$ cat src/rtl/prog_alu_pkg.sv
package prog_alu_pkg;

  localparam int ENTRY_W   = 6;
  localparam int TT_W      = 4;
  localparam int TAB_DEPTH = 16;

  typedef struct packed {
    logic            cin;
    logic            arith;
    logic [TT_W-1:0] code;
  } alu_entry_t;

  typedef enum logic [1:0] {
    OP_EXEC  = 2'd0,
    OP_READ  = 2'd1,
    OP_SWAP  = 2'd2,
    OP_EXEC2 = 2'd3
  } alu_op_e;

  localparam logic [TT_W-1:0] AR_ADD  = 4'd0;
  localparam logic [TT_W-1:0] AR_SUB  = 4'd1;
  localparam logic [TT_W-1:0] AR_INC  = 4'd2;
  localparam logic [TT_W-1:0] AR_DEC  = 4'd3;
  localparam logic [TT_W-1:0] AR_ADDF = 4'd4;

  function automatic alu_entry_t default_entry(input int idx);
    alu_entry_t e;
    case (idx)
      0:       e = '{cin: 1'b0, arith: 1'b0, code: 4'b1100};
      1:       e = '{cin: 1'b0, arith: 1'b0, code: 4'b1010};
      2:       e = '{cin: 1'b0, arith: 1'b0, code: 4'b1000};
      3:       e = '{cin: 1'b0, arith: 1'b0, code: 4'b1110};
      4:       e = '{cin: 1'b0, arith: 1'b0, code: 4'b0110};
      5:       e = '{cin: 1'b0, arith: 1'b1, code: AR_ADD};
      6:       e = '{cin: 1'b1, arith: 1'b1, code: AR_SUB};
      7:       e = '{cin: 1'b1, arith: 1'b1, code: AR_INC};
      8:       e = '{cin: 1'b0, arith: 1'b1, code: AR_DEC};
      9:       e = '{cin: 1'b0, arith: 1'b1, code: AR_ADDF};
      10:      e = '{cin: 1'b0, arith: 1'b0, code: 4'b0011};
      11:      e = '{cin: 1'b0, arith: 1'b0, code: 4'b0100};
      12:      e = '{cin: 1'b0, arith: 1'b0, code: 4'b0000};
      13:      e = '{cin: 1'b0, arith: 1'b0, code: 4'b1111};
      14:      e = '{cin: 1'b0, arith: 1'b0, code: 4'b1100};
      default: e = '{cin: 1'b0, arith: 1'b0, code: 4'b1010};
    endcase
    return e;
  endfunction

endpackage

$ cat src/rtl/prog_alu_table.sv
module prog_alu_table
  import prog_alu_pkg::*;
#(
  parameter int DEPTH = TAB_DEPTH,
  localparam int AW = $clog2(DEPTH)
) (
  input  logic          clk,
  input  logic          rst_n,
  input  logic [AW-1:0] addr,
  output alu_entry_t    rd_entry,
  input  logic          wr_en,
  input  alu_entry_t    wr_entry
);

  alu_entry_t mem [DEPTH];

  always_ff @(posedge clk or negedge rst_n) begin
    if (!rst_n) begin
      for (int i = 0; i < DEPTH; i++) mem[i] <= default_entry(i);
    end else if (wr_en) begin
      mem[addr] <= wr_entry;
    end
  end

  assign rd_entry = mem[addr];

endmodule

$ cat src/rtl/prog_alu_core.sv
module prog_alu_core
  import prog_alu_pkg::*;
#(
  parameter int DATA_W = 16
) (
  input  alu_entry_t        entry,
  input  logic [DATA_W-1:0] a,
  input  logic [DATA_W-1:0] b,
  input  logic              flag_in,
  output logic [DATA_W-1:0] result,
  output logic              carry,
  output logic              flag_upd
);

  logic [DATA_W-1:0] bool_res;
  logic [DATA_W-1:0] opnd;
  logic              cin_sel;
  logic              known;
  logic [DATA_W:0]   sum;

  for (genvar i = 0; i < DATA_W; i++) begin : g_bit
    assign bool_res[i] = entry.code[{a[i], b[i]}];
  end

  always_comb begin
    known   = 1'b1;
    cin_sel = entry.cin;
    case (entry.code)
      AR_ADD:  opnd = b;
      AR_SUB:  opnd = ~b;
      AR_INC:  opnd = '0;
      AR_DEC:  opnd = '1;
      AR_ADDF: begin
        opnd    = b;
        cin_sel = flag_in;
      end
      default: begin
        opnd  = '0;
        known = 1'b0;
      end
    endcase
  end

  assign sum = {1'b0, a} + {1'b0, opnd} + {{DATA_W{1'b0}}, cin_sel};

  always_comb begin
    if (!entry.arith) begin
      result = bool_res;
      carry  = 1'b0;
    end else if (known) begin
      result = sum[DATA_W-1:0];
      carry  = sum[DATA_W];
    end else begin
      result = a;
      carry  = 1'b0;
    end
  end

  assign flag_upd = entry.arith & known;

endmodule

$ cat src/rtl/prog_alu_stage.sv
module prog_alu_stage #(
  parameter int W = 18
) (
  input  logic         clk,
  input  logic         rst_n,
  input  logic         in_valid,
  output logic         in_ready,
  input  logic [W-1:0] in_data,
  output logic         out_valid,
  input  logic         out_ready,
  output logic [W-1:0] out_data
);

  assign in_ready = !out_valid || out_ready;

  always_ff @(posedge clk or negedge rst_n) begin
    if (!rst_n) begin
      out_valid <= 1'b0;
      out_data  <= '0;
    end else if (in_ready) begin
      out_valid <= in_valid;
      if (in_valid) out_data <= in_data;
    end
  end

endmodule

$ cat src/rtl/prog_alu.sv
module prog_alu
  import prog_alu_pkg::*;
#(
  parameter int DATA_W = 16,
  localparam int AW = $clog2(TAB_DEPTH)
) (
  input  logic              clk,
  input  logic              rst_n,
  input  logic              in_valid,
  output logic              in_ready,
  input  logic [1:0]        in_op,
  input  logic [AW-1:0]     in_func,
  input  logic              in_shift,
  input  logic              in_shift_sel,
  input  logic [DATA_W-1:0] in_a,
  input  logic [DATA_W-1:0] in_b,
  output logic              out_valid,
  input  logic              out_ready,
  output logic [DATA_W-1:0] out_result,
  output logic              out_carry,
  output logic              out_zero
);

  localparam int PAY_W = DATA_W + 2;

  logic [AW-1:0]     tab_addr;
  alu_entry_t        entry;
  alu_entry_t        new_entry;
  logic              accept;
  logic              is_table_op;
  logic              do_write;
  logic              carry_flag;
  logic [DATA_W-1:0] core_res;
  logic              core_cy;
  logic              core_upd;
  logic [DATA_W-1:0] sel_res;
  logic              sel_cy;
  logic [PAY_W-1:0]  pay_in;
  logic [PAY_W-1:0]  pay_out;

  assign tab_addr    = in_shift ? {{(AW-1){1'b1}}, in_shift_sel} : in_func;
  assign accept      = in_valid && in_ready;
  assign is_table_op = (in_op == OP_READ) || (in_op == OP_SWAP);
  assign do_write    = accept && (in_op == OP_SWAP);
  assign new_entry   = in_b[ENTRY_W-1:0];

  prog_alu_table #(.DEPTH(TAB_DEPTH)) u_table (
    .clk      (clk),
    .rst_n    (rst_n),
    .addr     (tab_addr),
    .rd_entry (entry),
    .wr_en    (do_write),
    .wr_entry (new_entry)
  );

  prog_alu_core #(.DATA_W(DATA_W)) u_core (
    .entry    (entry),
    .a        (in_a),
    .b        (in_b),
    .flag_in  (carry_flag),
    .result   (core_res),
    .carry    (core_cy),
    .flag_upd (core_upd)
  );

  always_ff @(posedge clk or negedge rst_n) begin
    if (!rst_n)                               carry_flag <= 1'b0;
    else if (accept && !is_table_op && core_upd) carry_flag <= core_cy;
  end

  always_comb begin
    if (is_table_op) begin
      sel_res = {{(DATA_W-ENTRY_W){1'b0}}, entry};
      sel_cy  = 1'b0;
    end else begin
      sel_res = core_res;
      sel_cy  = core_cy;
    end
  end

  assign pay_in = {(sel_res == '0), sel_cy, sel_res};

  prog_alu_stage #(.W(PAY_W)) u_stage (
    .clk       (clk),
    .rst_n     (rst_n),
    .in_valid  (in_valid),
    .in_ready  (in_ready),
    .in_data   (pay_in),
    .out_valid (out_valid),
    .out_ready (out_ready),
    .out_data  (pay_out)
  );

  assign out_result = pay_out[DATA_W-1:0];
  assign out_carry  = pay_out[DATA_W];
  assign out_zero   = pay_out[DATA_W+1];

endmodule

$ cat config.mk
export PLATFORM = sky130hd
export DESIGN_NAME = prog_alu
export DESIGN_NICKNAME = d
export VERILOG_FILES = /design/src/rtl/prog_alu_pkg.sv /design/src/rtl/prog_alu_table.sv /design/src/rtl/prog_alu_core.sv /design/src/rtl/prog_alu_stage.sv /design/src/rtl/prog_alu.sv
export SDC_FILE = /design/constraint.sdc
export NUM_CORES = 1
export LEC_CHECK = 0
export BUFFER_PORTS_ARGS = -buffer_cell sky130_fd_sc_hd__buf_2
export CORE_ASPECT_RATIO = 1.4
export CORE_UTILIZATION = 61
export CTS_CLUSTER_SIZE = 8
export DETAILED_ROUTE_END_ITERATION = 10
export GPL_TIMING_DRIVEN = 0
export HOLD_SLACK_MARGIN = 0.03
export PLACE_DENSITY_LB_ADDON = 0.25
export SYNTH_ARGS = -nofsm -noshare
export SYNTH_HDL_FRONTEND = slang
export SYNTH_SLANG_ARGS = --single-unit
$ cat constraint.sdc
create_clock -name clk -period 5.94 [get_ports clk]
set_input_delay 1.188 -clock clk [delete_from_list [all_inputs] [get_ports clk]]
set_output_delay 1.188 -clock clk [all_outputs]
set_load 0.02 [all_outputs]
==> metrics.txt, run 1 <==
GPL Wtd Cong=0.967; Worst Hold Class=reg2reg; most frequent cells after synthesis=mux2_2, dfrtp_1, nand2_1; max incr delay on CP=roughly 430 ps; multi-input logic area=~4400 um^2; WP data required=6250 ps; via count=6484; Reg clk slew, reported paths=approximately 60 ps; CP Launch Type=input port; I/O Buffers=59; CTS tree=built; initial antenna violation count=0; Max Cap Viol=0; die height=133 um; largest family of logic cells by synthesized area=multiplexers; width of the die=95.3 um; H-tree Lvls=4; final hold violation count=0; Avg Synthesized Cell Area=about 11 um^2; Final Cell Area=about 8900 um^2; clk_skew=roughly 5.6 ps; post-synth top area cell=dfrtp_1; Slew headroom=8.47%; Area Growth Syn to Fin=19.8%; final WL=22600 um; sequential area share after synthesis=39.6%; leakage power=0.00396 uW; drt first pass iters=6; prevailing post-synth register cell=dfrtp_1; Area after DPL=between 7000 and 8000 um^2; FF+latch count, synth=116; delay-heaviest family, CP=compound AO/OA/AOI/OAI gates; type of the worst setup path=in2reg; WP data arrival=6100 ps; Synth Area in Adders=3.23%; core area=11900 um^2; top cell type's share of synthesized area=between 20% and 30%; fin util=75.0%; ANT nets after route=0; Area contributors post-synth=dfrtp_1, mux2_2, dfstp_2, nand2_1, mux4_2; number of unique standard cell types used by synthesis=81; synth warn=0; Slew Limit Fails=0; IO Pins=64; Fillers=784; setup TNS=0 ps; worst skew pair latency=420 ps; WP buf/inv=5; status=finished, final reports clean; final period utilization=between 90% and 100%; Vias per Instance=6.81; CTS root buf=clkbuf_16; Synth Area in Compound Gates=14.2%; Post-Syn Nets=between 700 and 800; Remaining DRCs=0; cell area after synthesis=7440 um^2; Post-synth EDFFs=0; crit-path max FO=10; largest net degree at the start of global routing=71; Layout Nets=approximately 850; most frequent cell after synthesis=mux2_2; row count=between 40 and 50; gr usage total=a little over a third; total congestion overflow=0; vias in the first global route=6529; simple logic cell fraction of the synthesized area=13.4%; Initial DRC Count=476; ys async rst share=100%; full die area=12600 um^2; layout cells sized above 1=41.9%; Post-Synth XOR/XNOR Area=roughly 1.4%; Initial Util=62.6%; pwr/cell area=311 nW/um^2; Finish-stage setup viols=0; slowest CP cell=or3_1; Max Root-Sink Buffers=2; FMAX=around 0.17 GHz; # diodes=0; Sink Count=116; drt wl/cell=23.7 um; multiplexer share of the synthesized area=24.0%; Worst Max-Slew Pin Slew=1360 ps; DP Wirelength=approximately 16000 um; first-pass GRT wire length=34200 um; VDD IR-drop max=~0.26 mV; CP endpoint kind=flip-flop; Gate Count Post-Synth=705; Num CTS Buffers=17; FF/Latch Area=2940 um^2; Tmin final=5790 ps
## timing repair
item	CTS	global route
pin swaps	2	17
setup endpoints to repair	6	6
gates resized for setup	20	49
hold buffers	0	0
cloned	0	1
buffers inserted	5	6
## cells by family (layout without fill, tap and decap cells)
| group | count (synthesis) | after routing |
|---|---|---|
| buf+inv | 61 | 161 |
| simple gates | 197 | 197 |
| flops | 116 | 116 |
| fa+ha+maj | 18 | 18 |
| compound gates | 152 | 152 |
| xor+xnor | 12 | 12 |
| mux | 149 | 149 |
## power by group
part	leakage (uW)	internal [uW]	switching, uW
Sequential	0.00146	895	52.4
Clock	0.000281	628	372
Combinational	0.00222	340	483
Total	0.00396	1860	907
## path summary, 6_finish.rpt
kind                       slack, ps  depth (start not counted)                 from                   end
max in group asynchronous       4340                          2                rst_n        u_table.mem[8]
min                              470                          2  u_stage.out_data[8]   u_stage.out_data[8]
max reg2reg                      930                         23      u_table.mem[69]  u_stage.out_data[17]
min reg2reg                      470                          2  u_stage.out_data[8]   u_stage.out_data[8]
max                              150                         25             in_shift  u_stage.out_data[17]
min in group asynchronous        790                          1                rst_n       u_table.mem[55]
## worst min-delay path, delay by kind of cell (launching register included)
family	cells	cell delay [ps]
DFF	1	340
and+or+nand+nor	2	100
## through the flow
| stage | instances | setup WS, ps | total power (uW) | hold slack (ps) |
|---|---|---|---|---|
| 2_1_floorplan | 705 | 82.1 | 1470 | 473 |
| 3_3_place_gp | 911 | -783 | 1670 | 458 |
| 5_1_grt | 952 | -24.0 | 2880 | 490 |
| 3_5_place_dp | 913 | -845 | 1700 | 463 |
| 6_report | 952 | 155 | 2770 | 472 |
| 4_1_cts | 946 | 22.6 | 2710 | 476 |
## state kept, by name, indices dropped and copies added, names as in the netlist
| name | count |
|---|---|
| u_stage.out_data | 18 |
| carry_flag | 1 |
| u_stage.out_valid | 1 |
| u_table.mem | 96 |
## placed cells by master (no fill, tap or decap), types with 4 or more instances in the layout
cell       count
nor2_1        30
inv_1         10
a211oi_1       5
buf_2         61
or3_1          6
mux4_2         9
nand2b_1       5
nand4_1        6
a211oi_2       4
clkinv_2       4
nor3_1        17
nand3_1       11
a21o_1         4
buf_6          8
o21ai_0       30
o21a_1         4
o32ai_1        4
dfrtp_1       83
clkbuf_16     18
mux2i_1       19
buf_4         19
dfstp_2       33
a31oi_4        4
a21oi_1       24
and2_1         6
nor2b_1       12
xnor2_1        6
a31oi_1        6
o22ai_1        5
nand2_1       70
o21ai_1        4
mux2_2       118
o31ai_1        7
xor2_1         6
a222oi_1       4
clkbuf_1      22
ha_1          16
## per-layer routing
layer / track usage [%] / up-vias / part of all wire [%]
li1: - / 2811 / -
met4: 29.3 / 0 / 8.2
met1: 40.4 / 3152 / 36
met2: 59.0 / 384 / 49
met5: 0 / - / 0
met3: 7.36 / 137 / 6.7
## cell type report
| class | count | area share, % |
|---|---|---|
| buffer | 45 | 3.23 |
| clock buffer | 20 | 5.01 |
| clock inverter | 12 | 1.46 |
| inverter | 11 | 0.463 |
| multi-input combinational | 528 | 49.8 |
| sequential | 116 | 33.0 |
| tap | 147 | 2.06 |
| timing repair buffer | 73 | 4.97 |
Note: power is estimated with default switching activity, not from simulation.
==> run 2, diff against run 1 <==
--- a/config.mk
+++ b/config.mk
@@ -13,6 +13,7 @@
 export GPL_TIMING_DRIVEN = 0
 export HOLD_SLACK_MARGIN = 0.03
 export PLACE_DENSITY_LB_ADDON = 0.25
+export REMOVE_ABC_BUFFERS = 1
 export SYNTH_ARGS = -nofsm -noshare
 export SYNTH_HDL_FRONTEND = slang
 export SYNTH_SLANG_ARGS = --single-unit
==> run 2 against run 1 <==
Net effect: utilization decreased by 1.7 points; sequential share of layout area increased by 0.74 points; largest cell class unchanged; final cell count decreased by 3.6%; non-clock buffer count decreased by 38; via count decreased by 1.0%; highest routed layer unchanged; power increased by 1.4%; global-route usage increased by 0.23 points; sequential power about the same; critical path depth decreased by 4.
==> metrics.txt, run 2 (synthesis gave the netlist of run 1 again) <==
drt first pass iters=6 (unchanged); Fillers=816 (+4.1%); type of the worst setup path=in2reg; total congestion overflow=0 (unchanged); final WL=22500 um (-0.47%); Layout Nets=819 (-4.1%); worst skew pair latency=420 ps (about the same); final hold violation count=0 (unchanged); Num CTS Buffers=17 (unchanged); net switching fraction of the power=32.2% (-0.57 points); Initial DRC Count=634 (+33%); hold slack=479 ps (+7.32 ps); Regs by FF count=u_table.mem x96, u_stage.out_data x18; Slew headroom=17.6% (+9.2 points); Area Growth Syn to Fin=17.1%; Finish-stage setup viols=0 (unchanged); Hold Crit Depth=2 (unchanged); IO Pins=64 (unchanged); CTS root buf=clkbuf_16; row count=47 (unchanged); DP Wirelength=14000 um (-10%); pwr/cell area=322 nW/um^2 (+3.7%); vias in the first global route=6396 (-2.0%); FF/Latch Area=2940 um^2 (unchanged); Area after DPL=7710 um^2 (-3.2%); via count=6417 (-1.0%); setup slack after layout=68.2 ps (-86.4 ps); leakage power=0.00388 uW (-2.0%); VDD IR-drop max=0.285 mV (+9.0%); multi-input logic area=4420 um^2 (-0.23%); first-pass GRT wire length=34100 um (about the same); Reg clk slew, reported paths=60 ps (about the same); worst setup slack after placement=-2050 ps (-1210 ps); Comb power frac=29.1% (-0.6 points); GPL Wtd Cong=0.927 (-4.2%); WP data required=6260 ps (about the same); most frequent cells in the layout=mux2_2, dfrtp_1, nand2_1, buf_2, dfstp_2; I/O Buffers=63 (+6.8%); die height=133 um (unchanged); Initial Util=62.6% (unchanged); clock power share=37.2% (+1.1 points); fin util=73.4% (-1.7 points); largest register by flop count=u_table.mem; core area=11900 um^2 (unchanged); width of the die=95.3 um (unchanged); Final Cell Area=8710 um^2 (-2.2%); Worst Hold Class=reg2reg; max reg flops=96 (unchanged); Worst Max-Slew Pin Slew=1230 ps (-136 ps); CP Launch Type=input port; drt wl/cell=24.5 um (+3.2%); WP data arrival=6190 ps (+90 ps); Pint=1910 uW (+2.3%); initial antenna violation count=1 (+1); Remaining DRCs=0 (unchanged); status=finished, final reports clean; Vias per Instance=6.99 (+2.6%); Max Cap Viol=0 (unchanged); final period utilization=98.9% (+1.5 points); crit-path max FO=7 (-3); gr usage total=36.6% (+0.23 points); hold_buf cts=0 (unchanged); Max Root-Sink Buffers=2 (unchanged); Sink Count=116 (unchanged); commonest non-fill, non-tap cell in the layout=mux2_2; Tmin final=5870 ps (+86.4 ps); Net Sw Power=904 uW (-0.32%); CP endpoint kind=flip-flop; r2r worst-path depth=19 (-17%); ANT nets after route=0 (unchanged); CTS tree=built; clk_skew=10.1 ps (+4.45 ps); sequential share of power=33.6% (-0.6 points); H-tree Lvls=4 (unchanged); full die area=12600 um^2 (unchanged); FMAX=0.170 GHz (-1.5%); largest net degree at the start of global routing=72 (+1.4%); Slew Limit Fails=0 (unchanged); layout cells sized above 1=41.6% (-0.30 points)
## run 2: what timing repair did
action | CTS | global route
cloned | 1 | 2
endpoints found under the setup margin | 18 | 4
setup buffers | 7 | 8
pin swaps | 4 | 13
gates resized for setup | 26 | 25
## run 2: worst paths after layout
| kind | slack (ps) | to | startpoint |
|---|---|---|---|
| max in group asynchronous | 4360 | u_table.mem[14] | rst_n |
| setup / recovery | 70 | u_stage.out_data[17] | in_func[1] |
| hold / removal | 480 | u_stage.out_data[11] | u_stage.out_data[11] |
| min in group asynchronous | 790 | u_table.mem[79] | rst_n |
| setup reg to reg | 810 | u_stage.out_data[17] | u_table.mem[69] |
| hold reg to reg | 480 | u_stage.out_data[11] | u_stage.out_data[11] |
## run 2: critical path: stages
cell,delay [ps]
clkbuf_4,170
nor3b_4,200
buf_4,180
o21ai_2,160
a31oi_2,160
or4_4,570
or3_4,450
mux2_4,300
inv_1,60
ha_1,220
a21o_1,190
a221o_1,390
o221a_4,290
mux2i_1,120
o311ai_1,250
o32ai_1,150
a41oi_2,250
nand4_1,170
nor4b_2,290
nand3_1,130
o41ai_2,280
## run 2: final cells by class
| cell class | count | area share (%) |
|---|---|---|
| Timing Repair Buffer | 80 | 5.84 |
| Sequential cell | 116 | 33.8 |
| Tap cell | 147 | 2.11 |
| Antenna cell | 1 | 0.0287 |
| Multi-Input combinational cell | 531 | 50.8 |
| Clock inverter | 12 | 1.75 |
| Inverter | 11 | 0.474 |
| Clock buffer | 20 | 5.24 |
## run 2: metal layers
layer	global-route usage (%)	routed length, um
met1	39.3	7570
met2	59.6	11000
met3	12.0	2100
met4	24.6	1790
met5	2.50	0
## run 2: power by group through the flow
stage          Clock (uW)  Combinational [uW]  Sequential (uW)
2_1_floorplan           0                 467              969
3_3_place_gp            0                 688              945
3_5_place_dp            0                 718              952
4_1_cts              1050                 756              940
5_1_grt              1090                 875              951
6_report             1050                 818              945
## run 2: stage by stage
step	instances	TNS, ps	total power [uW]
6_report	918	0	2810
5_1_grt	917	-35.3	2910
4_1_cts	907	0	2750
3_5_place_dp	867	-22840	1670
3_3_place_gp	865	-49800	1630
2_1_floorplan	655	-1580	1440
